`config.mk`:
```
export PLATFORM = sky130hd
export DESIGN_NAME = ppe_downlink_tx
export DESIGN_NICKNAME = d
export VERILOG_FILES = /design/src/rtl/ppe_pkg.sv /design/src/rtl/ppe_tick_gen.sv /design/src/rtl/ppe_bit_seq.sv /design/src/rtl/ppe_downlink_tx.sv
export SDC_FILE = /design/constraint.sdc
export NUM_CORES = 1
export LEC_CHECK = 0
export BUFFER_PORTS_ARGS = -buffer_cell sky130_fd_sc_hd__buf_2
export CAP_MARGIN = 5
export CORE_MARGIN = 4
export CORE_UTILIZATION = 33
export CTS_BUF_LIST = sky130_fd_sc_hd__clkbuf_8
export CTS_CLUSTER_DIAMETER = 40
export DETAILED_ROUTE_END_ITERATION = 8
export GPL_ROUTABILITY_DRIVEN = 0
export HOLD_SLACK_MARGIN = 0.08
export PLACE_DENSITY = 0.56
export SLEW_MARGIN = 25
export SYNTH_ARGS = -nofsm -noshare
export SYNTH_HDL_FRONTEND = slang
export SYNTH_SLANG_ARGS = --single-unit
```
`constraint.sdc`:
```
create_clock -name clk -period 3.14 [get_ports clk]
set_clock_uncertainty 0.1 [all_clocks]
set_input_delay 0.628 -clock clk [delete_from_list [all_inputs] [get_ports clk]]
set_output_delay 0.628 -clock clk [all_outputs]
set_load 0.005 [all_outputs]
```
`src/rtl/ppe_pkg.sv`:
```
package ppe_pkg;
  typedef enum logic [1:0] {
    S_IDLE,
    S_ALIGN,
    S_BIT,
    S_TAIL
  } seq_state_t;
endpackage

```
`src/rtl/ppe_tick_gen.sv`:
```
module ppe_tick_gen #(
  parameter int CLK_DIV = 32,
  parameter int TS_W    = 32
) (
  input  logic            clk,
  input  logic            rst,
  output logic            tick,
  output logic [TS_W-1:0] ts
);
  generate
    if (CLK_DIV > 1) begin : g_div
      localparam int DW = $clog2(CLK_DIV);
      logic [DW-1:0] div_q;
      always_ff @(posedge clk) begin
        if (rst)                            div_q <= '0;
        else if (div_q == DW'(CLK_DIV - 1)) div_q <= '0;
        else                                div_q <= div_q + 1'b1;
      end
      assign tick = (div_q == DW'(CLK_DIV - 1));


      tick_gap_chk: assert property (@(posedge clk) disable iff (rst)
        tick |=> !tick);
    end else begin : g_nodiv
      assign tick = 1'b1;
    end
  endgenerate

  always_ff @(posedge clk) begin
    if (rst)       ts <= '0;
    else if (tick) ts <= ts + 1'b1;
  end
endmodule

```
`src/rtl/ppe_bit_seq.sv`:
```
module ppe_bit_seq
  import ppe_pkg::*;
#(
  parameter int PAUSE_TICKS = 30,
  parameter int ONE_TICKS   = 120,
  parameter int ZERO_TICKS  = 60,
  parameter int MAX_BITS    = 32,
  parameter int TS_W        = 32,
  parameter int CNT_W       = 6
) (
  input  logic                clk,
  input  logic                rst,
  input  logic                tick,
  input  logic [TS_W-1:0]     ts,
  input  logic                start,
  input  logic [MAX_BITS-1:0] data,
  input  logic [CNT_W-1:0]    nbits,
  output logic                coil_open,
  output logic                busy,
  output logic                done,
  output logic [TS_W-1:0]     stop_time
);
  localparam int LONGEST = (ONE_TICKS > ZERO_TICKS) ? ONE_TICKS : ZERO_TICKS;
  localparam int LEN_W   = $clog2(LONGEST + 1);

  seq_state_t          state;
  logic [MAX_BITS-1:0] shreg;
  logic [CNT_W-1:0]    remain;
  logic [LEN_W-1:0]    seg_cnt;
  logic [LEN_W-1:0]    seg_nx;
  logic [LEN_W-1:0]    bit_len;
  logic                count_ok;

  assign count_ok = (nbits != '0) && (nbits <= CNT_W'(MAX_BITS));
  assign seg_nx   = seg_cnt + 1'b1;
  assign bit_len  = shreg[0] ? LEN_W'(ONE_TICKS) : LEN_W'(ZERO_TICKS);

  always_ff @(posedge clk) begin
    if (rst) begin
      state     <= S_IDLE;
      shreg     <= '0;
      remain    <= '0;
      seg_cnt   <= '0;
      coil_open <= 1'b1;
      busy      <= 1'b0;
      done      <= 1'b0;
      stop_time <= '0;
    end else begin
      done <= 1'b0;
      case (state)
        S_IDLE: begin
          if (start && count_ok) begin
            shreg  <= data;
            remain <= nbits;
            busy   <= 1'b1;
            state  <= S_ALIGN;
          end
        end
        S_ALIGN: begin
          if (tick) begin
            coil_open <= 1'b0;
            seg_cnt   <= '0;
            state     <= S_BIT;
          end
        end
        S_BIT: begin
          if (tick) begin
            if (seg_nx == bit_len) begin
              coil_open <= 1'b0;
              seg_cnt   <= '0;
              shreg     <= shreg >> 1;
              remain    <= remain - 1'b1;
              if (remain == CNT_W'(1)) state <= S_TAIL;
            end else begin
              if (seg_nx == LEN_W'(PAUSE_TICKS)) coil_open <= 1'b1;
              seg_cnt <= seg_nx;
            end
          end
        end
        S_TAIL: begin
          if (tick) begin
            if (seg_nx == LEN_W'(PAUSE_TICKS)) begin
              coil_open <= 1'b1;
              done      <= 1'b1;
              busy      <= 1'b0;
              stop_time <= ts + 1'b1;
              state     <= S_IDLE;
            end else begin
              seg_cnt <= seg_nx;
            end
          end
        end
        default: state <= S_IDLE;
      endcase
    end
  end


  accept_chk: assert property (@(posedge clk) disable iff (rst)
    (start && !busy && nbits != '0 && nbits <= CNT_W'(MAX_BITS)) |=> busy);

  reject_chk: assert property (@(posedge clk) disable iff (rst)
    (start && !busy && (nbits == '0 || nbits > CNT_W'(MAX_BITS))) |=> !busy);

  done_pulse_chk: assert property (@(posedge clk) disable iff (rst)
    done |=> !done);

  done_idle_chk: assert property (@(posedge clk) disable iff (rst)
    done |-> (!busy && coil_open));

  coil_on_tick_chk: assert property (@(posedge clk) disable iff (rst)
    !$stable(coil_open) |-> $past(tick));

  stop_hold_chk: assert property (@(posedge clk) disable iff (rst)
    !$stable(stop_time) |-> done);

  idle_coil_chk: assert property (@(posedge clk) disable iff (rst)
    !busy |-> coil_open);
endmodule

```
`src/rtl/ppe_downlink_tx.sv`:
```
module ppe_downlink_tx #(
  parameter int CLK_DIV     = 32,
  parameter int PAUSE_TICKS = 30,
  parameter int ONE_TICKS   = 120,
  parameter int ZERO_TICKS  = 60,
  parameter int MAX_BITS    = 32,
  parameter int TS_W        = 32,
  localparam int CNT_W      = $clog2(MAX_BITS) + 1
) (
  input  logic                clk,
  input  logic                rst,
  input  logic                start,
  input  logic [MAX_BITS-1:0] data,
  input  logic [CNT_W-1:0]    nbits,
  output logic                coil_open,
  output logic                busy,
  output logic                done,
  output logic [TS_W-1:0]     stop_time
);
  logic            tick;
  logic [TS_W-1:0] ts;

  ppe_tick_gen #(
    .CLK_DIV (CLK_DIV),
    .TS_W    (TS_W)
  ) u_tick (
    .clk  (clk),
    .rst  (rst),
    .tick (tick),
    .ts   (ts)
  );

  ppe_bit_seq #(
    .PAUSE_TICKS (PAUSE_TICKS),
    .ONE_TICKS   (ONE_TICKS),
    .ZERO_TICKS  (ZERO_TICKS),
    .MAX_BITS    (MAX_BITS),
    .TS_W        (TS_W),
    .CNT_W       (CNT_W)
  ) u_seq (
    .clk       (clk),
    .rst       (rst),
    .tick      (tick),
    .ts        (ts),
    .start     (start),
    .data      (data),
    .nbits     (nbits),
    .coil_open (coil_open),
    .busy      (busy),
    .done      (done),
    .stop_time (stop_time)
  );
endmodule

```
==> impl_metrics.toml <==
[global_routing]
grtUsageTotal_pct = 14.2
grt_pass1_vias = 4845
grt_pass1_wl_um = 23500
overflow = 0
grt_max_degree = 55
antenna_found_initial = 0

[synth]
synth_cell_types = 64
syn_area_per_cell_um2 = 8.46
syn_area_um2 = 5890
synth_nets = 748
synth_cells = 696
synth_warnings = 0
ys_ff_latch = 119
yosysSeqAreaShare_pct = 40.4
async_flop_share_pct = 0
synth-edff-count = 0
synthFlopType = "dfxtp_1"

[layout]
nets = 824
nFillCells = 1830
n_antenna_cell = 0
finalInstanceArea_um2 = 6930
drive_gt1_share_pct = 19.1
final_common_cell = "dfxtp_1"
final_cell_mix = "119 x dfxtp_1, 99 x nor2_1, 87 x nand2_1"
area_growth_pct = 17.7

[power]
p_int_uw = 2700
p_leak_uw = 0.00256
vdd_drop_max_uv = 334
swShare_pct = 30.7
combPwrFrac_pct = 22.2
switchingPower_uw = 1200
p_clk_share_pct = 34.0
power_density_nw_per_um2 = 563
finalPower_uw = 3900
p_seq_share_pct = 43.7

[routing]
firstDrtPassIters = 4
vias = 4971
wl_met2_um = 6290
top_layer = "met4"
wl_met3_um = 526
drc = 0
drt_wl_total_um = 13700
drt.antenna.violating_nets = 0
drtIter0Drc = 264
avgRoutedWirePerCell_um = 13.6
drt-vias-per-instance = 4.92
wl_met1_um = 6760

[floorplanning]
die_x_um = 142
rows = 48
initial_utilization_pct = 33.8
chipHeight_um = 142
pin_count = 76
core_um2 = 17400
dieArea_um2 = 20100

[worst_setup_path]
rrSetupSlack_ns = 0.29
critPathKind = "reg2reg"
end_kind = "register"
cp.arrival_ns = 3.11
r2r_cells = 9
cp.required_ns = 3.40
reg2reg_to = "u_tick.ts[28]$_SDFFE_PP0P_"
cp_max_fo = 11
worstReg2RegStart = "u_tick.g_div.div_q[0]$_SDFF_PP0_"
start_kind = "register"

[status]
status = "finished, final reports clean"

[clock_network]
cts_resized = 0
root_buffer = "clkbuf_8"
cts_buffer_depth = 2
insertion_delay_ns = 0.43
clk_pin_slew_ns = 0.07
clock-sinks = 119
htreeDepth = 4
hold_buffers = 0
postCtsSetupRepairBufs = 0
cts_buffers = 17
cts_tree = "built"

[placed_design]
io_buffers = 75
dp_hpwl_um = 9390
postPlaceCellArea_um2 = 6560

[sta]
period_minus_slack_ns = 2.85
slew_headroom_pct = 56.4
rsz0062_at_grt = "no"
drv_slew = 0
final_hold_viol_count = 0
worst_slew_pin_slew_ns = 0.648
finalSetupViolCount = 0
setup_tns_ns = 0
fmax_mhz = 351
period_share_pct = 90.8

[worst_hold_path]
hold_depth = 2
min_path_type = "reg2reg"
min_from = "u_seq.stop_time[17]$_SDFFE_PP0P_"
min_to = "u_seq.stop_time[17]$_SDFFE_PP0P_"

[flow_run]
cap_viol_max_count = 0
-- per-layer routing --
metal | vias up | GRT usage [%]
met5 | - | 0
met4 | 0 | 4.14
met3 | 11 | 3.61
met2 | 76 | 22.4
met1 | 2318 | 19.3
li1 | 2566 | -
-- layout make-up --
class                   instances  area (µm²)  area share (%)
clock buffers                  17         234            3.38
repair buffers                103         617            8.90
flip-flops and latches        119        2380            34.4
well taps                     225         282            4.06
multi-input cells             518        3230            46.6
clock inverters                15         138            1.99
inverters                      13        48.8           0.704
-- synth_stat cells, drive strengths merged (13+ instances only) --
| cell | instances | area (µm²) |
|---|---|---|
| a211oi | 41 | 313 |
| a21oi | 37 | 185 |
| buf | 17 | 121 |
| clkbuf | 29 | 111 |
| dfxtp | 119 | 2380 |
| inv | 13 | 48.8 |
| mux2i | 33 | 330 |
| nand2 | 87 | 327 |
| nand3 | 21 | 110 |
| nand4 | 17 | 106 |
| nor2 | 99 | 372 |
| nor3 | 16 | 85.1 |
| xnor2 | 33 | 289 |
| xor2 | 32 | 280 |
-- worst max-delay path by stage --
stage                                                 from  slack [ns]                             to
final                     u_tick.g_div.div_q[0]$_SDFF_PP0_        0.29     u_tick.ts[28]$_SDFFE_PP0P_
after global routing      u_tick.g_div.div_q[0]$_SDFF_PP0_        0.07     u_tick.ts[30]$_SDFFE_PP0P_
after CTS                 u_tick.g_div.div_q[0]$_SDFF_PP0_        0.26     u_tick.ts[28]$_SDFFE_PP0P_
after detailed placement                          nbits[4]        0.21   u_seq.shreg[23]$_SDFFE_PP0P_
after global placement                            nbits[4]       -0.05   u_seq.shreg[22]$_SDFFE_PP0P_
after floorplan           u_tick.g_div.div_q[0]$_SDFF_PP0_        0.57  u_seq.seg_cnt[2]$_SDFFE_PP0P_
-- worst max-delay path, stage by stage, from the launching register on --
cell and delay (ns):
dfxtp_1 0.36, ha_1 0.19, and3_1 0.17, ha_1 0.18, buf_4 0.21, inv_1 0.16
nor3_1 0.46, nand4_1 0.37, or3_1 0.45, a21oi_1 0.15
-- through the flow --
stage / instances / hold WS [ns] / utilization (%) / setup WS (ns)
final: 1010 / 0.350 / 39.8 / 0.289
after global routing: 1010 / 0.372 / 39.8 / 0.0676
after CTS: 1010 / 0.351 / 39.8 / 0.256
after detailed placement: 978 / 0.340 / 37.7 / 0.206
after global placement: 977 / 0.338 / 37.6 / -0.0479
after floorplan: 696 / 0.327 / - / 0.573
-- logic make-up after synthesis --
kind of cell,synth area share [%]
and+or+nand+nor,23.6
DFF,40.4
AOI/OAI and AO/OA,13.6
xor gates and xnor gates,9.66
buffers and inverters,4.78
muxes,5.61
adders and majority gates,2.34
-- power by group through the flow --
| stage | clock network [µW] | registers [µW] | logic [µW] |
|---|---|---|---|
| 2_1_floorplan | 0 | 1720 | 650 |
| 3_3_place_gp | 0 | 1740 | 859 |
| 3_5_place_dp | 0 | 1740 | 865 |
| 4_1_cts | 1380 | 1710 | 872 |
| 5_1_grt | 1450 | 1720 | 979 |
| 6_report | 1330 | 1710 | 867 |
-- flip-flops by register name, summed over array words and instances (netlist names) --
signal              count
u_seq.seg_cnt           7
u_seq.coil_open         1
u_seq.stop_time        32
u_seq.shreg            32
u_tick.ts              32
u_seq.remain            6
u_tick.g_div.div_q      5
u_seq.busy              1
u_seq.state             2
u_seq.done              1
Note: power is estimated with default switching activity, not from simulation.
